`config.mk`:
```
export PLATFORM = sky130hd
export DESIGN_NAME = therm_guard
export DESIGN_NICKNAME = d
export VERILOG_FILES = /design/src/rtl/therm_guard_pkg.sv /design/src/rtl/therm_combine.sv /design/src/rtl/therm_ladder.sv /design/src/rtl/therm_regs.sv /design/src/rtl/therm_guard.sv
export SDC_FILE = /design/constraint.sdc
export NUM_CORES = 1
export LEC_CHECK = 0
export BUFFER_PORTS_ARGS = -buffer_cell sky130_fd_sc_hd__buf_2
export CORE_UTILIZATION = 45
export CTS_CLUSTER_DIAMETER = 40
export CTS_CLUSTER_SIZE = 10
export DETAILED_ROUTE_END_ITERATION = 12
export HOLD_SLACK_MARGIN = 0.12
export PLACE_DENSITY = 0.77
export SLEW_MARGIN = 0
export SYNTH_ARGS = -nofsm -noshare
export SYNTH_HDL_FRONTEND = slang
export SYNTH_SLANG_ARGS = --single-unit
```
`constraint.sdc`:
```
create_clock -name clk -period 2.8 [get_ports clk]
set_input_delay 0.14 -clock clk [delete_from_list [all_inputs] [get_ports clk]]
set_output_delay 0.14 -clock clk [all_outputs]
set_load 0.01 [all_outputs]
```
`src/rtl/therm_guard_pkg.sv`:
```
package therm_guard_pkg;

    typedef enum logic [1:0] {
        MODE_AVG = 2'b00,
        MODE_MAX = 2'b01,
        MODE_ONE = 2'b10,
        MODE_RSV = 2'b11
    } comb_mode_e;

    typedef enum logic [0:0] {
        S_SAMPLE = 1'b0,
        S_JUDGE  = 1'b1
    } eval_state_e;

    localparam int ADDR_W   = 3;
    localparam int DATA_W   = 32;
    localparam int MODE_LSB = 16;
    localparam int SEL_LSB  = 18;
    localparam int STAT_LSB = 29;

    localparam logic [ADDR_W-1:0] ADDR_CTRL = 3'd0;
    localparam logic [ADDR_W-1:0] ADDR_THR1 = 3'd1;
    localparam logic [ADDR_W-1:0] ADDR_THR2 = 3'd2;
    localparam logic [ADDR_W-1:0] ADDR_THR3 = 3'd3;
    localparam logic [ADDR_W-1:0] ADDR_IEN  = 3'd4;
    localparam logic [ADDR_W-1:0] ADDR_STAT = 3'd5;

endpackage

```
`src/rtl/therm_combine.sv`:
```
module therm_combine
    import therm_guard_pkg::*;
#(
    parameter int NUM_SENS = 4,
    parameter int CODE_W   = 16,
    localparam int IDX_W   = $clog2(NUM_SENS),
    localparam int SUM_W   = CODE_W + IDX_W
) (
    input  logic                         clk_i,
    input  logic                         rst_ni,
    input  logic [NUM_SENS*CODE_W-1:0]   codes_i,
    input  logic [NUM_SENS-1:0]          valid_i,
    input  comb_mode_e                   mode_i,
    input  logic [IDX_W-1:0]             sel_i,
    output logic [CODE_W-1:0]            comb_o,
    output logic                         ok_o
);

    logic [SUM_W-1:0]  sum;
    logic [CODE_W-1:0] hottest;
    logic [CODE_W-1:0] chosen;
    logic [CODE_W-1:0] avg;

    always_comb begin
        sum     = '0;
        hottest = codes_i[CODE_W-1:0];
        for (int k = 0; k < NUM_SENS; k++) begin
            sum = sum + SUM_W'(codes_i[k*CODE_W +: CODE_W]);
            if (codes_i[k*CODE_W +: CODE_W] < hottest) begin
                hottest = codes_i[k*CODE_W +: CODE_W];
            end
        end
        avg    = CODE_W'(sum >> IDX_W);
        chosen = codes_i[int'(sel_i)*CODE_W +: CODE_W];
    end

    always_comb begin
        unique case (mode_i)
            MODE_MAX: begin
                comb_o = hottest;
                ok_o   = &valid_i;
            end
            MODE_ONE: begin
                comb_o = chosen;
                ok_o   = valid_i[sel_i];
            end
            default: begin
                comb_o = avg;
                ok_o   = &valid_i;
            end
        endcase
    end

    // in the hottest-sensor rule no input code lies below the result
    for (genvar g = 0; g < NUM_SENS; g++) begin : g_max_chk
        p_max_not_above_r3: assert property (@(posedge clk_i) disable iff (!rst_ni)
            (mode_i == MODE_MAX) |-> (comb_o <= codes_i[g*CODE_W +: CODE_W]));
    end

endmodule

```
`src/rtl/therm_ladder.sv`:
```
module therm_ladder #(
    parameter int NUM_STG = 3,
    parameter int CODE_W  = 16,
    parameter int THR_W   = 15
) (
    input  logic                       clk_i,
    input  logic                       rst_ni,
    input  logic [CODE_W-1:0]          comb_i,
    input  logic [NUM_STG*THR_W-1:0]   thr_i,
    output logic [NUM_STG-1:0]         hit_o
);

    localparam int PAD_W = CODE_W - THR_W;

    for (genvar g = 0; g < NUM_STG; g++) begin : g_stage
        assign hit_o[g] = comb_i <= {{PAD_W{1'b0}}, thr_i[g*THR_W +: THR_W]};
    end

    // with thresholds ordered, a deeper stage hit implies the shallower one
    for (genvar g = 1; g < NUM_STG; g++) begin : g_nest_chk
        p_ladder_nested_r6: assert property (@(posedge clk_i) disable iff (!rst_ni)
            (hit_o[g] && (thr_i[g*THR_W +: THR_W] <= thr_i[(g-1)*THR_W +: THR_W]))
            |-> hit_o[g-1]);
    end

endmodule

```
`src/rtl/therm_regs.sv`:
```
module therm_regs
    import therm_guard_pkg::*;
#(
    parameter int NUM_SENS = 4,
    parameter int NUM_STG  = 3,
    parameter int THR_W    = 15,
    localparam int IDX_W   = $clog2(NUM_SENS)
) (
    input  logic                       clk_i,
    input  logic                       rst_ni,
    input  logic                       wr_i,
    input  logic [ADDR_W-1:0]          addr_i,
    input  logic [DATA_W-1:0]          wdata_i,
    output logic [DATA_W-1:0]          rdata_o,
    input  logic                       set_en_i,
    input  logic [NUM_STG-1:0]         hits_i,
    output comb_mode_e                 mode_o,
    output logic [IDX_W-1:0]           sel_o,
    output logic [NUM_STG*THR_W-1:0]   thr_o,
    output logic [NUM_STG-1:0]         ien_o,
    output logic [NUM_STG-1:0]         status_o
);

    comb_mode_e               mode_q;
    logic [IDX_W-1:0]         sel_q;
    logic [NUM_STG*THR_W-1:0] thr_q;
    logic [NUM_STG-1:0]       ien_q;
    logic [NUM_STG-1:0]       stat_q;
    logic [NUM_STG-1:0]       stat_d;
    logic                     stat_wr;

    assign stat_wr = wr_i && (addr_i == ADDR_STAT);

    always_comb begin
        stat_d = stat_q;
        if (stat_wr) begin
            stat_d = stat_d & ~wdata_i[STAT_LSB +: NUM_STG];
        end
        if (set_en_i) begin
            stat_d = stat_d | hits_i;
        end
    end

    always_ff @(posedge clk_i or negedge rst_ni) begin
        if (!rst_ni) begin
            mode_q <= MODE_AVG;
            sel_q  <= '0;
            thr_q  <= '0;
            ien_q  <= '0;
            stat_q <= '0;
        end else begin
            stat_q <= stat_d;
            if (wr_i) begin
                unique case (addr_i)
                    ADDR_CTRL: begin
                        mode_q <= comb_mode_e'(wdata_i[MODE_LSB +: 2]);
                        sel_q  <= wdata_i[SEL_LSB +: IDX_W];
                    end
                    ADDR_THR1: thr_q[0*THR_W +: THR_W] <= wdata_i[THR_W-1:0];
                    ADDR_THR2: thr_q[1*THR_W +: THR_W] <= wdata_i[THR_W-1:0];
                    ADDR_THR3: thr_q[2*THR_W +: THR_W] <= wdata_i[THR_W-1:0];
                    ADDR_IEN:  ien_q <= wdata_i[STAT_LSB +: NUM_STG];
                    default: ;
                endcase
            end
        end
    end

    always_comb begin
        rdata_o = '0;
        unique case (addr_i)
            ADDR_CTRL: begin
                rdata_o[MODE_LSB +: 2]   = mode_q;
                rdata_o[SEL_LSB +: IDX_W] = sel_q;
            end
            ADDR_THR1: rdata_o[THR_W-1:0] = thr_q[0*THR_W +: THR_W];
            ADDR_THR2: rdata_o[THR_W-1:0] = thr_q[1*THR_W +: THR_W];
            ADDR_THR3: rdata_o[THR_W-1:0] = thr_q[2*THR_W +: THR_W];
            ADDR_IEN:  rdata_o[STAT_LSB +: NUM_STG] = ien_q;
            ADDR_STAT: rdata_o[STAT_LSB +: NUM_STG] = stat_q;
            default: ;
        endcase
    end

    assign mode_o   = mode_q;
    assign sel_o    = sel_q;
    assign thr_o    = thr_q;
    assign ien_o    = ien_q;
    assign status_o = stat_q;

    // a set status bit survives unless a one is written to it
    for (genvar g = 0; g < NUM_STG; g++) begin : g_sticky_chk
        p_status_sticky_r7: assert property (@(posedge clk_i) disable iff (!rst_ni)
            (stat_q[g] && !(stat_wr && wdata_i[STAT_LSB+g])) |=> stat_q[g]);
    end

endmodule

```
`src/rtl/therm_guard.sv`:
```
module therm_guard
    import therm_guard_pkg::*;
#(
    parameter int NUM_SENS = 4,
    parameter int CODE_W   = 16,
    parameter int THR_W    = 15,
    parameter int NUM_STG  = 3,
    localparam int MEAS_W  = CODE_W + 1,
    localparam int IDX_W   = $clog2(NUM_SENS)
) (
    input  logic                        clk,
    input  logic                        rst_n,
    input  logic [NUM_SENS*MEAS_W-1:0]  meas_i,
    input  logic                        reg_wr_i,
    input  logic [2:0]                  reg_addr_i,
    input  logic [31:0]                 reg_wdata_i,
    output logic [31:0]                 reg_rdata_o,
    output logic                        irq_o
);

    logic [NUM_SENS*CODE_W-1:0] codes;
    logic [NUM_SENS-1:0]        valids;

    for (genvar g = 0; g < NUM_SENS; g++) begin : g_split
        assign codes[g*CODE_W +: CODE_W] = meas_i[g*MEAS_W +: CODE_W];
        assign valids[g]                 = meas_i[g*MEAS_W + CODE_W];
    end

    comb_mode_e               mode;
    logic [IDX_W-1:0]         sel;
    logic [NUM_STG*THR_W-1:0] thr;
    logic [NUM_STG-1:0]       ien;
    logic [NUM_STG-1:0]       status;
    logic [CODE_W-1:0]        comb;
    logic                     comb_ok;
    logic [CODE_W-1:0]        comb_q;
    logic                     ok_q;
    logic [NUM_STG-1:0]       hits;

    eval_state_e state_q, state_d;
    logic        capture_en;
    logic        judge_en;

    always_ff @(posedge clk or negedge rst_n) begin
        if (!rst_n) begin
            state_q <= S_SAMPLE;
        end else begin
            state_q <= state_d;
        end
    end

    always_comb begin
        state_d = state_q;
        unique case (state_q)
            S_SAMPLE: state_d = S_JUDGE;
            S_JUDGE:  state_d = S_SAMPLE;
        endcase
    end

    always_comb begin
        capture_en = 1'b0;
        judge_en   = 1'b0;
        unique case (state_q)
            S_SAMPLE: capture_en = 1'b1;
            S_JUDGE:  judge_en   = 1'b1;
        endcase
    end

    always_ff @(posedge clk or negedge rst_n) begin
        if (!rst_n) begin
            comb_q <= '0;
            ok_q   <= 1'b0;
        end else if (capture_en) begin
            comb_q <= comb;
            ok_q   <= comb_ok;
        end
    end

    therm_combine #(.NUM_SENS(NUM_SENS), .CODE_W(CODE_W)) u_combine (
        .clk_i   (clk),
        .rst_ni  (rst_n),
        .codes_i (codes),
        .valid_i (valids),
        .mode_i  (mode),
        .sel_i   (sel),
        .comb_o  (comb),
        .ok_o    (comb_ok)
    );

    therm_ladder #(.NUM_STG(NUM_STG), .CODE_W(CODE_W), .THR_W(THR_W)) u_ladder (
        .clk_i  (clk),
        .rst_ni (rst_n),
        .comb_i (comb_q),
        .thr_i  (thr),
        .hit_o  (hits)
    );

    therm_regs #(.NUM_SENS(NUM_SENS), .NUM_STG(NUM_STG), .THR_W(THR_W)) u_regs (
        .clk_i    (clk),
        .rst_ni   (rst_n),
        .wr_i     (reg_wr_i),
        .addr_i   (reg_addr_i),
        .wdata_i  (reg_wdata_i),
        .rdata_o  (reg_rdata_o),
        .set_en_i (judge_en && ok_q),
        .hits_i   (hits),
        .mode_o   (mode),
        .sel_o    (sel),
        .thr_o    (thr),
        .ien_o    (ien),
        .status_o (status)
    );

    assign irq_o = |(status & ien);

    // every sample step is followed by a judge step
    p_sample_then_judge_r6: assert property (@(posedge clk) disable iff (!rst_n)
        (state_q == S_SAMPLE) |=> (state_q == S_JUDGE));

    // judging an invalid capture adds no status bit
    p_no_set_invalid_r9: assert property (@(posedge clk) disable iff (!rst_n)
        (state_q == S_JUDGE && !ok_q && !reg_wr_i) |=> ((status & ~$past(status)) == '0));

    // an interrupt needs at least one set status bit
    p_irq_needs_status_r10: assert property (@(posedge clk) disable iff (!rst_n)
        irq_o |-> (status != '0));

endmodule

```
==> results of run 1 <==
-- kinds of logic after synthesis --
logic type                 synth area share, %
AOI/OAI and AO/OA                         18.6
muxes                                     13.8
xor gates and xnor gates                  2.56
and+or+nand+nor                           12.4
adders and majority gates                 22.2
buffers and inverters                     9.09
DFF                                       21.3
other                                   0.0438
-- timing repair --
item / 4_1_cts / 5_1_grt
hold buffers: 23 / 0
cloned: 2 / 0
setup endpoints to repair: 16 / 16
gates resized for setup: 37 / 59
endpoints found under the hold margin: 80 / 0
buffers inserted: 6 / 10
pin swaps: 2 / 18
-- power by group --
group	leakage, nW	switching (W)	internal (W)
logic	5.00	0.00222	0.00234
clock network	0.152	0.000489	0.000780
registers	0.878	0.000360	0.00136
total	6.02	0.00307	0.00447
-- sequential cells by signal, indices dropped and copies added (netlist names) --
signal / cells
u_regs.thr_o: 45
u_regs.ien_o: 3
u_regs.mode_o: 2
comb_q: 16
ok_q: 1
state_q: 1
u_regs.sel_o: 2
u_regs.status_o: 3
-- area by class of cell --
class / instances / area (sq um)
fillers: 1408 / 6500
multi-input cells: 718 / 6680
repair buffers: 354 / 2540
clock inverters: 7 / 93.8
inverters: 142 / 546
well taps: 234 / 293
flip-flops and latches: 73 / 1830
clock buffers: 9 / 225
-- placed cells by master (no fill, tap or decap), drive strengths merged, types with 21 or more instances in the layout --
master / netlist / final
a21oi: 47 / 47
buf: 17 / 331
dfrtp: 73 / 73
dlygate4sd3: 0 / 23
ha: 125 / 125
inv: 142 / 143
mux2: 39 / 39
mux2i: 32 / 32
nand2: 66 / 66
nor2: 54 / 54
o21ai: 68 / 68
xnor2: 21 / 21
-- per-layer routing --
layer  up-vias  routed length [um]
li1       4094                   -
met1      4119               11400
met2       409               14100
met3       109                1870
met4         0                1460
met5         -                   0
-- worst paths after layout --
kind | end | slack (ns) | cells past startpoint
hold reg to reg | u_regs.thr_o[33]$_DFFE_PN0P_ | 0.54 | 1
min in group asynchronous | u_regs.thr_o[23]$_DFFE_PN0P_ | 0.36 | 2
setup reg to reg | u_regs.status_o[1]$_DFF_PN0_ | 0.19 | 10
hold / removal | ok_q$_DFFE_PN0N_ | 0.21 | 4
max in group asynchronous | u_regs.ien_o[2]$_DFFE_PN0P_ | 1.62 | 3
setup / recovery | comb_q[10]$_DFFE_PN0N_ | -2.81 | 29
-- stage by stage --
stage               setup WS [ns]  utilization (%)  setup TNS, ns
finish                      -2.81             65.2         -41.75
global placement            -2.66             58.3         -40.95
floorplan                   -2.37                -         -36.71
CTS                         -2.29             62.8         -35.96
detailed placement          -2.77             58.3         -43.40
global route                -2.97             65.2         -44.10
-- worst reg2reg max path, stage by stage (launching register included) --
cell     delay, ns
dfrtp_1       0.48
ha_1          0.33
nor2b_1       0.13
o21a_1        0.17
o21a_1        0.17
o21a_1        0.16
o21a_1        0.17
o21a_1        0.17
o21a_1        0.18
o21ai_0       0.32
a221o_1       0.26
==> flow_results.xml, run 1 <==
<?xml version="1.0" encoding="UTF-8"?>
<metrics>
  <group name="synth">
    <metric name="synth_seq_cells" unit="">73</metric>
    <metric name="asyncSetResetFlopFracSynth" unit="%">100</metric>
    <metric name="post_synth_inst_count" unit="">971</metric>
    <metric name="yosysWarnings" unit="">0</metric>
    <metric name="seq_area_frac_synth" unit="%">21.3</metric>
    <metric name="netlist_area" unit="sq um">8560</metric>
    <metric name="synthDominantCellAreaShare" unit="%">21.3</metric>
    <metric name="synth-edff-count" unit="">0</metric>
    <metric name="synth_flop_cell" unit="">dfrtp_1</metric>
    <metric name="synth.largest_area_cell" unit="">dfrtp_1</metric>
    <metric name="yosys-top-cells-count" unit="">141 x inv_1, 125 x ha_1, 73 x dfrtp_1</metric>
    <metric name="synth_area_per_cell" unit="sq um">8.82</metric>
    <metric name="netlist_top_cells_area" unit="">dfrtp_1 21%, ha_1 18%, inv_1 6.2%, mux4_2 4.5%, fa_1 4.0%</metric>
    <metric name="yosysUniqueCellTypes" unit="">72</metric>
    <metric name="post-synth-top-count-cell" unit="">inv_1</metric>
  </group>
  <group name="clock_network">
    <metric name="cts_sink_cnt" unit="">73</metric>
    <metric name="cts.path.max_buffers" unit="">2</metric>
    <metric name="tritoncts" unit="">yes</metric>
    <metric name="numCtsBuffers" unit="">9</metric>
    <metric name="worst_setup_hold_path_clk_slew" unit="ns">0.06</metric>
    <metric name="root_buffer" unit="">clkbuf_16</metric>
    <metric name="clock_insertion_delay_worst_skew" unit="ns">0.35</metric>
    <metric name="clock_tree.htree_level_count" unit="">3</metric>
  </group>
  <group name="global_routing">
    <metric name="grt_antenna_before_repair" unit="">0</metric>
    <metric name="gr-usage-met3" unit="%">3.18</metric>
    <metric name="grt_start_max_net_pins" unit="">36</metric>
    <metric name="grt_pass1_wl" unit="mm">43.2</metric>
    <metric name="global_route.overflow_total" unit="">0</metric>
    <metric name="global_route.usage.met2" unit="%">49.4</metric>
    <metric name="global_route.usage.total" unit="%">27.9</metric>
    <metric name="groute.layer.met1.usage" unit="%">34.2</metric>
    <metric name="via_count_of_the_first_global_routing_pass" unit="">8740</metric>
    <metric name="grt_most_used_layer" unit="">met2</metric>
  </group>
  <group name="sta">
    <metric name="post-route-period-util" unit="%">200</metric>
    <metric name="rsz0062_at_grt" unit="">yes</metric>
    <metric name="hold_violations" unit="">0</metric>
    <metric name="tightestPinTransition" unit="ns">0.832</metric>
    <metric name="timing.final.max_slew_violations" unit="">0</metric>
    <metric name="setup_violations" unit="">16</metric>
    <metric name="maxSlewHeadroom" unit="%">44.5</metric>
    <metric name="finalWorstPathRequiredPeriod" unit="ns">5.61</metric>
    <metric name="final_critical_path_setup_slack" unit="ns">-2.81</metric>
    <metric name="achievable-frequency" unit="GHz">0.178</metric>
    <metric name="hold_slack" unit="ns">0.212</metric>
    <metric name="fin_worst_skew" unit="ns">0.00529</metric>
  </group>
  <group name="hold_path">
    <metric name="hold_class" unit="">in -&gt; reg</metric>
    <metric name="hold_path_startpoint" unit="">meas_i[16]</metric>
  </group>
  <group name="setup_path">
    <metric name="cp_num_buf_inv" unit="">6</metric>
    <metric name="worst-endpoint-required" unit="ns">3.02</metric>
    <metric name="startpoint" unit="">meas_i[11]</metric>
    <metric name="timing.critical_path.from_type" unit="">input pin</metric>
    <metric name="timing.critical_path.max_delay_family" unit="">compound AO/OA/AOI/OAI gates</metric>
    <metric name="critical_path.most_common_cell" unit="">buf_12</metric>
    <metric name="critical_path_peak_fanout" unit="">7</metric>
    <metric name="cp.arrival" unit="ns">5.83</metric>
    <metric name="worst-setup-path-type" unit="">in -&gt; reg</metric>
    <metric name="cp-end-kind" unit="">flop</metric>
    <metric name="crit_slowest_cell" unit="">mux2_2</metric>
    <metric name="max_stage_delay" unit="ns">0.39</metric>
    <metric name="rr_startpoint" unit="">comb_q[1]$_DFFE_PN0N_</metric>
  </group>
  <group name="detailed_routing">
    <metric name="route.antenna.remaining_nets" unit="">0</metric>
    <metric name="firstDrtPassIters" unit="">7</metric>
    <metric name="drt-wirelength-per-cell" unit="um">18.7</metric>
    <metric name="initialDrtViolationCount" unit="">576</metric>
    <metric name="drcViolationCount" unit="">0</metric>
    <metric name="via_count" unit="">8731</metric>
    <metric name="vias_per_cell" unit="">5.68</metric>
    <metric name="drt_wl_total" unit="mm">28.8</metric>
  </group>
  <group name="floorplan">
    <metric name="die_area" unit="sq um">19600</metric>
    <metric name="die_width" unit="um">140</metric>
    <metric name="coreArea" unit="sq um">18700</metric>
    <metric name="pin_count" unit="">139</metric>
    <metric name="die_y" unit="um">140</metric>
    <metric name="std_cell_rows" unit="">50</metric>
    <metric name="initial_core_util" unit="%">45.8</metric>
  </group>
  <group name="power_and_ir_drop">
    <metric name="total_leakage_power" unit="nW">6.02</metric>
    <metric name="pwr_density_cell" unit="nW/um^2">618</metric>
    <metric name="total_design_power" unit="W">0.00754</metric>
    <metric name="ir_drop" unit="V">0.000395</metric>
  </group>
  <group name="cells_and_area">
    <metric name="final_layout_size_suffix_gt1_share" unit="%">38.2</metric>
    <metric name="final_cells" unit="">1537</metric>
    <metric name="post-route-cell-area" unit="sq um">12200</metric>
    <metric name="layout.nets" unit="">1546</metric>
    <metric name="diodes" unit="">0</metric>
    <metric name="layout_overhead_on_the_synthesized_area" unit="%">42.5</metric>
  </group>
  <group name="placed_design">
    <metric name="dpl_cell_area" unit="sq um">10900</metric>
    <metric name="placed_cells" unit="">1480</metric>
    <metric name="finalWeightedCongestion" unit="">0.991</metric>
    <metric name="port_buffers" unit="">118</metric>
    <metric name="detailed_placement_hpwl" unit="mm">21.0</metric>
  </group>
  <group name="status">
    <metric name="outcome" unit="">finished, violations left</metric>
    <metric name="failed_checks" unit="">negative setup slack</metric>
  </group>
  <group name="job">
    <metric name="max_cap_viols" unit="">0</metric>
  </group>
</metrics>
No activity file was read; power rests on OpenSTA's default activity.
==> run 2: changes to the inputs <==
==> constraint.sdc (replaced) <==
create_clock -name clk -period 2.8 [get_ports clk]
set_input_delay 0.7 -clock clk [delete_from_list [all_inputs] [get_ports clk]]
set_output_delay 0.7 -clock clk [all_outputs]
set_load 0.01 [all_outputs]
==> run 2 against run 1 <==
Effect of this change: the flow still finishes with violations (negative setup slack); utilization down 1.3 points; first-iteration DRC count down 5.7%; combinational power down 2%; via count down 1.1%.
==> flow_results.xml, run 2 (synthesis results as in run 1) <==
<?xml version="1.0" encoding="UTF-8"?>
<metrics>
  <group name="cells_and_area">
    <metric name="most-common-layout-cells" unit="">213 x buf_4, 135 x inv_1, 110 x buf_2, 102 x ha_1, 73 x dfrtp_1</metric>
    <metric name="layout_overhead_on_the_synthesized_area" unit="%">39.7</metric>
    <metric name="layout.cells.most_common" unit="">buf_4</metric>
    <metric name="multiInputGateArea" unit="sq um">6530</metric>
    <metric name="final_layout_size_suffix_gt1_share" unit="%">38.9</metric>
    <metric name="largest_reg_flops" unit="">45</metric>
    <metric name="layout.nets" unit="">1535</metric>
    <metric name="num-fill-cells" unit="">1454</metric>
    <metric name="diodes" unit="">0</metric>
    <metric name="area.sequential" unit="sq um">1830</metric>
    <metric name="fin_util" unit="%">63.9</metric>
  </group>
  <group name="sta">
    <metric name="fin_worst_skew" unit="ns">0.00349</metric>
    <metric name="final_critical_path_setup_slack" unit="ns">-3.10</metric>
    <metric name="finalWorstPathRequiredPeriod" unit="ns">5.90</metric>
    <metric name="setup_violations" unit="">16</metric>
    <metric name="tightestPinTransition" unit="ns">0.883</metric>
    <metric name="fin_setup_tns" unit="ns">-47.59</metric>
    <metric name="post-route-period-util" unit="%">211</metric>
    <metric name="maxSlewHeadroom" unit="%">41.1</metric>
    <metric name="achievable-frequency" unit="GHz">0.170</metric>
    <metric name="rsz0062_at_grt" unit="">yes</metric>
    <metric name="timing.final.max_slew_violations" unit="">0</metric>
    <metric name="hold_violations" unit="">0</metric>
  </group>
  <group name="floorplan">
    <metric name="coreArea" unit="sq um">18700</metric>
    <metric name="die_area" unit="sq um">19600</metric>
    <metric name="die_width" unit="um">140</metric>
    <metric name="std_cell_rows" unit="">50</metric>
    <metric name="die_y" unit="um">140</metric>
    <metric name="initial_core_util" unit="%">45.8</metric>
    <metric name="pin_count" unit="">139</metric>
  </group>
  <group name="detailed_routing">
    <metric name="drt_wl_total" unit="mm">27.6</metric>
    <metric name="drt-wirelength-per-cell" unit="um">18.1</metric>
    <metric name="met3_length" unit="mm">1.61</metric>
    <metric name="routed-wl-met2" unit="mm">13.3</metric>
    <metric name="via_count" unit="">8636</metric>
    <metric name="vias_per_cell" unit="">5.66</metric>
    <metric name="firstDrtPassIters" unit="">7</metric>
    <metric name="highest-signal-layer" unit="">met4</metric>
    <metric name="wl_met1" unit="mm">11.4</metric>
    <metric name="route.antenna.remaining_nets" unit="">0</metric>
    <metric name="initialDrtViolationCount" unit="">543</metric>
    <metric name="drcViolationCount" unit="">0</metric>
  </group>
  <group name="clock_network">
    <metric name="tritoncts" unit="">yes</metric>
    <metric name="cts_sink_cnt" unit="">73</metric>
    <metric name="post_cts_hold_buffer_count" unit="">0</metric>
    <metric name="clock_insertion_delay_worst_skew" unit="ns">0.34</metric>
    <metric name="cts.path.max_buffers" unit="">2</metric>
    <metric name="clock_tree.htree_level_count" unit="">3</metric>
    <metric name="numCtsBuffers" unit="">9</metric>
    <metric name="root_buffer" unit="">clkbuf_16</metric>
    <metric name="worst_setup_hold_path_clk_slew" unit="ns">0.06</metric>
  </group>
  <group name="setup_path">
    <metric name="critical_path_peak_fanout" unit="">8</metric>
    <metric name="worst-endpoint-required" unit="ns">3.03</metric>
    <metric name="cp-end-kind" unit="">flop</metric>
    <metric name="max_stage_delay" unit="ns">0.37</metric>
    <metric name="timing.critical_path.from_type" unit="">input pin</metric>
    <metric name="cp.arrival" unit="ns">6.13</metric>
    <metric name="worst-setup-path-type" unit="">in -&gt; reg</metric>
    <metric name="cp_num_buf_inv" unit="">3</metric>
    <metric name="r2r_setup_slack" unit="ns">0.39</metric>
    <metric name="timing.critical_path.max_delay_family" unit="">compound AO/OA/AOI/OAI gates</metric>
    <metric name="crit_slowest_cell" unit="">a221o_1</metric>
  </group>
  <group name="power_and_ir_drop">
    <metric name="power.share.switching" unit="%">39.6</metric>
    <metric name="seq_power_share" unit="%">22.7</metric>
    <metric name="combPwrFrac" unit="%">58.9</metric>
    <metric name="ir_drop" unit="V">0.000359</metric>
    <metric name="total_leakage_power" unit="nW">6.00</metric>
    <metric name="p_int" unit="W">0.00458</metric>
    <metric name="pwr_density_cell" unit="nW/um^2">634</metric>
    <metric name="power_switching" unit="W">0.00300</metric>
    <metric name="clock_power_share" unit="%">18.4</metric>
    <metric name="total_design_power" unit="W">0.00758</metric>
  </group>
  <group name="hold_path">
    <metric name="hold_class" unit="">in -&gt; async</metric>
  </group>
  <group name="global_routing">
    <metric name="grt_antenna_before_repair" unit="">0</metric>
    <metric name="global_route.overflow_total" unit="">0</metric>
    <metric name="global_route.usage.total" unit="%">27.2</metric>
    <metric name="via_count_of_the_first_global_routing_pass" unit="">8435</metric>
    <metric name="grt_pass1_wl" unit="mm">41.9</metric>
    <metric name="grt_start_max_net_pins" unit="">46</metric>
  </group>
  <group name="placed_design">
    <metric name="port_buffers" unit="">118</metric>
    <metric name="finalWeightedCongestion" unit="">0.997</metric>
    <metric name="detailed_placement_hpwl" unit="mm">21.1</metric>
  </group>
  <group name="status">
    <metric name="outcome" unit="">finished, violations left</metric>
    <metric name="failed_checks" unit="">negative setup slack</metric>
  </group>
  <group name="job">
    <metric name="max_cap_viols" unit="">0</metric>
  </group>
</metrics>
run 2: changes by cell type in the layout (fill, tap and decap cells not counted), sizes merged:
cell and change:
buf +12, bufinv +1, clkbuf +3, clkinv -2
clkinvlp -1, dlygate4sd3 -23, inv -1
run 2: worst register-to-register path, delay by kind of cell, from the launching register on:
family | cells | cell delay (ns)
adders and majority gates | 1 | 0.31
DFF | 1 | 0.44
AOI/OAI and AO/OA | 8 | 1.45
and+or+nand+nor | 1 | 0.14
run 2: final timing paths:
path | from | to | cells after the start
worst max-delay path | meas_i[28] | comb_q[14]$_DFFE_PN0N_ | 26
worst min-delay path | rst_n | u_regs.thr_o[10]$_DFFE_PN0P_ | 1
worst max register to register | comb_q[1]$_DFFE_PN0N_ | u_regs.status_o[1]$_DFF_PN0_ | 10
worst min register to register | u_regs.thr_o[44]$_DFFE_PN0P_ | u_regs.thr_o[44]$_DFFE_PN0P_ | 1
max in group asynchronous | rst_n | u_regs.thr_o[44]$_DFFE_PN0P_ | 2
min in group clk | u_regs.thr_o[44]$_DFFE_PN0P_ | u_regs.thr_o[44]$_DFFE_PN0P_ | 1
run 2: stage by stage:
step	hold slack, ns	area (sq um)	setup slack, ns	instances
6_report	0.362	12000	-3.10	1526
5_1_grt	0.396	12000	-3.24	1526
4_1_cts	0.373	11700	-2.95	1522
3_5_place_dp	0.522	11000	-3.37	1492
3_3_place_gp	0.514	11000	-3.21	1492
2_1_floorplan	0.404	8810	-2.93	980
run 2: power groups by stage:
stage	Clock, W	Combinational, W	Sequential [W]
3_5_place_dp	0	0.00410	0.00172
6_report	0.00139	0.00447	0.00172
4_1_cts	0.00140	0.00427	0.00171
2_1_floorplan	0	0.00272	0.00155
3_3_place_gp	0	0.00397	0.00170
5_1_grt	0.00145	0.00489	0.00175
run 2: cell type report:
| type | count | share of cell area [%] |
|---|---|---|
| Multi-Input combinational cell | 718 | 54.6 |
| Timing Repair Buffer | 343 | 20.1 |
| Sequential cell | 73 | 15.3 |
| Inverter | 142 | 4.56 |
| Tap cell | 234 | 2.45 |
| Clock buffer | 12 | 2.23 |
| Clock inverter | 4 | 0.816 |
run 2: layer usage:
metal  global-route usage (%)  vias to the layer above
met5                        0                        -
met4                     13.2                        0
met3                     3.76                       96
met2                     47.1                      349
met1                     33.4                     4129
li1                         -                     4062
run 2: repair_timing:
| item | in CTS | in global routing |
|---|---|---|
| gates cloned | 2 | 0 |
| setup endpoints to repair | 16 | 16 |
| pin swaps | 8 | 19 |
| buffers inserted | 12 | 5 |
| gates resized for setup | 43 | 40 |
==> run 3: changes to the inputs <==
--- a/config.mk
+++ b/config.mk
@@ -11,7 +11,8 @@
 export CTS_CLUSTER_SIZE = 10
 export DETAILED_ROUTE_END_ITERATION = 12
 export HOLD_SLACK_MARGIN = 0.12
-export PLACE_DENSITY = 0.77
+export PLACE_DENSITY = 0.66
+export REMOVE_ABC_BUFFERS = 1
 export SLEW_MARGIN = 0
 export SYNTH_ARGS = -nofsm -noshare
 export SYNTH_HDL_FRONTEND = slang
==> run 3 against run 2 <==
Effect of this change: the run still ends with negative setup slack left; worst hold slack worse by 0.0022 ns; cell count up 1.2%; via count is 2.7% lower; sequential power shrank 3%; combinational power hardly changed.
==> flow_results.xml, run 3 (synthesis results as in run 1) <==
<?xml version="1.0" encoding="UTF-8"?>
<metrics>
  <group name="global_routing">
    <metric name="via_count_of_the_first_global_routing_pass" unit="">8441</metric>
    <metric name="grt_start_max_net_pins" unit="">74</metric>
    <metric name="global_route.overflow_total" unit="">0</metric>
    <metric name="grt_antenna_before_repair" unit="">0</metric>
    <metric name="global_route.usage.total" unit="%">26.9</metric>
    <metric name="grt_pass1_wl" unit="mm">41.9</metric>
  </group>
  <group name="power_and_ir_drop">
    <metric name="power.share.switching" unit="%">38.6</metric>
    <metric name="total_design_power" unit="W">0.00744</metric>
    <metric name="p_int" unit="W">0.00457</metric>
    <metric name="pwr_density_cell" unit="nW/um^2">611</metric>
    <metric name="seq_power_share" unit="%">22.5</metric>
    <metric name="ir_drop" unit="V">0.000379</metric>
    <metric name="total_leakage_power" unit="nW">6.11</metric>
    <metric name="combPwrFrac" unit="%">59.6</metric>
    <metric name="clock_power_share" unit="%">17.9</metric>
    <metric name="power_switching" unit="W">0.00287</metric>
  </group>
  <group name="detailed_routing">
    <metric name="via_count" unit="">8405</metric>
    <metric name="drt-wirelength-per-cell" unit="um">16.9</metric>
    <metric name="firstDrtPassIters" unit="">9</metric>
    <metric name="initialDrtViolationCount" unit="">450</metric>
    <metric name="route.antenna.remaining_nets" unit="">0</metric>
    <metric name="vias_per_cell" unit="">5.44</metric>
    <metric name="drt_wl_total" unit="mm">26.1</metric>
    <metric name="drcViolationCount" unit="">0</metric>
  </group>
  <group name="cells_and_area">
    <metric name="largest_reg_flops" unit="">45</metric>
    <metric name="post-route-cell-area" unit="sq um">12200</metric>
    <metric name="layout_overhead_on_the_synthesized_area" unit="%">42.3</metric>
    <metric name="final_cells" unit="">1544</metric>
    <metric name="most-common-layout-cells" unit="">231 x buf_4, 135 x inv_1, 109 x buf_2, 104 x ha_1, 73 x dfrtp_1</metric>
    <metric name="layout.cells.most_common" unit="">buf_4</metric>
    <metric name="diodes" unit="">0</metric>
    <metric name="final_layout_size_suffix_gt1_share" unit="%">39.9</metric>
    <metric name="layout.nets" unit="">1553</metric>
  </group>
  <group name="placed_design">
    <metric name="finalWeightedCongestion" unit="">0.968</metric>
    <metric name="placed_cells" unit="">1503</metric>
    <metric name="port_buffers" unit="">118</metric>
    <metric name="dpl_cell_area" unit="sq um">10900</metric>
    <metric name="placement.setup.worst_slack" unit="ns">-3.85</metric>
    <metric name="detailed_placement_hpwl" unit="mm">20.3</metric>
  </group>
  <group name="sta">
    <metric name="maxSlewHeadroom" unit="%">38.6</metric>
    <metric name="fin_setup_tns" unit="ns">-49.54</metric>
    <metric name="setup_violations" unit="">16</metric>
    <metric name="post-route-period-util" unit="%">215</metric>
    <metric name="final_critical_path_setup_slack" unit="ns">-3.21</metric>
    <metric name="finalWorstPathRequiredPeriod" unit="ns">6.01</metric>
    <metric name="hold_violations" unit="">0</metric>
    <metric name="rsz0062_at_grt" unit="">yes</metric>
    <metric name="timing.final.max_slew_violations" unit="">0</metric>
    <metric name="achievable-frequency" unit="GHz">0.166</metric>
    <metric name="fin_worst_skew" unit="ns">0.00584</metric>
    <metric name="tightestPinTransition" unit="ns">0.920</metric>
  </group>
  <group name="setup_path">
    <metric name="critical_path.most_common_cell" unit="">ha_4</metric>
    <metric name="r2r_setup_slack" unit="ns">0.43</metric>
    <metric name="worst-setup-path-type" unit="">in -&gt; reg</metric>
    <metric name="crit_slowest_cell" unit="">a221o_1</metric>
    <metric name="r2r_cells" unit="">9</metric>
    <metric name="max_stage_delay" unit="ns">0.41</metric>
    <metric name="timing.critical_path.from_type" unit="">input pin</metric>
    <metric name="rr_startpoint" unit="">comb_q[9]$_DFFE_PN0N_</metric>
    <metric name="critical_path_peak_fanout" unit="">7</metric>
    <metric name="cp-end-kind" unit="">flop</metric>
    <metric name="cp.arrival" unit="ns">6.23</metric>
    <metric name="worst-endpoint-required" unit="ns">3.02</metric>
    <metric name="regToRegEndpoint" unit="">u_regs.status_o[1]$_DFF_PN0_</metric>
  </group>
  <group name="floorplan">
    <metric name="initial_core_util" unit="%">45.8</metric>
    <metric name="pin_count" unit="">139</metric>
    <metric name="std_cell_rows" unit="">50</metric>
    <metric name="die_y" unit="um">140</metric>
    <metric name="die_area" unit="sq um">19600</metric>
    <metric name="die_width" unit="um">140</metric>
    <metric name="coreArea" unit="sq um">18700</metric>
  </group>
  <group name="clock_network">
    <metric name="clock_tree.htree_level_count" unit="">3</metric>
    <metric name="cts.path.max_buffers" unit="">2</metric>
    <metric name="numCtsBuffers" unit="">9</metric>
    <metric name="clock_insertion_delay_worst_skew" unit="ns">0.34</metric>
    <metric name="cts_sink_cnt" unit="">73</metric>
    <metric name="worst_setup_hold_path_clk_slew" unit="ns">0.05</metric>
    <metric name="tritoncts" unit="">yes</metric>
    <metric name="root_buffer" unit="">clkbuf_16</metric>
  </group>
  <group name="hold_path">
    <metric name="hold_class" unit="">in -&gt; async</metric>
  </group>
  <group name="status">
    <metric name="outcome" unit="">finished, violations left</metric>
    <metric name="failed_checks" unit="">negative setup slack</metric>
  </group>
  <group name="job">
    <metric name="max_cap_viols" unit="">0</metric>
  </group>
</metrics>
-- run 3: changes by cell type in the layout (fill, tap and decap cells not counted), sizes merged --
cell      before  now
clkbuf        12   10
clkinv         0    3
buf          343  361
clkinvlp       1    0
-- run 3: layout make-up --
cell class	instances	area (sq um)
Timing Repair Buffer	361	2570
Inverter	142	538
Tap cell	234	293
Clock inverter	6	105
Fill cell	1543	6520
Clock buffer	10	239
Multi-Input combinational cell	718	6610
Sequential cell	73	1830
-- run 3: through the flow --
| step | utilization (%) | hold WS [ns] |
|---|---|---|
| after CTS | 63.4 | 0.399 |
| after detailed placement | 58.4 | 0.522 |
| after floorplan | - | 0.404 |
| after global placement | 58.4 | 0.514 |
| after global routing | 65.1 | 0.414 |
| final | 65.1 | 0.360 |
-- run 3: critical path, delay by kind of cell --
family,cells,cell delay (ns)
multiplexers,3,0.74
buffers and inverters,7,0.93
AO/OA/AOI/OAI,10,2.09
adder cells (fa/ha/maj),3,0.74
AND/OR/NAND/NOR,6,1.01
-- run 3: what timing repair did --
action                                  CTS  global route
gates resized for setup                  77            44
gates cloned                              3             0
pin swaps                                37            36
hold buffers                              0             0
setup buffers                            13            10
endpoints found under the setup margin   16            16
-- run 3: layer usage --
| layer | global-route usage (%) | vias to the layer above | wire length [um] |
|---|---|---|---|
| li1 | - | 4093 | - |
| met1 | 35.1 | 4048 | 11800 |
| met2 | 47.6 | 230 | 12800 |
| met3 | 2.80 | 34 | 1030 |
| met4 | 6.94 | 0 | 468 |
| met5 | 0 | - | 0 |
-- run 3: worst max-delay path by stage --
stage | slack, ns | from | to
3_5_place_dp | -3.85 | meas_i[11] | comb_q[14]$_DFFE_PN0N_
4_1_cts | -3.11 | meas_i[1] | comb_q[14]$_DFFE_PN0N_
6_report | -3.21 | meas_i[14] | comb_q[2]$_DFFE_PN0N_
2_1_floorplan | -5.09 | meas_i[11] | comb_q[3]$_DFFE_PN0N_
5_1_grt | -3.34 | meas_i[11] | comb_q[2]$_DFFE_PN0N_
3_3_place_gp | -3.66 | meas_i[11] | comb_q[8]$_DFFE_PN0N_
-- run 3: power by group through the flow --
stage | Clock [W] | Sequential, W | Combinational (W)
after floorplan | 0 | 0.00159 | 0.00257
after global placement | 0 | 0.00167 | 0.00393
after detailed placement | 0 | 0.00168 | 0.00403
after CTS | 0.00135 | 0.00167 | 0.00427
after global routing | 0.00140 | 0.00171 | 0.00493
final | 0.00133 | 0.00167 | 0.00444
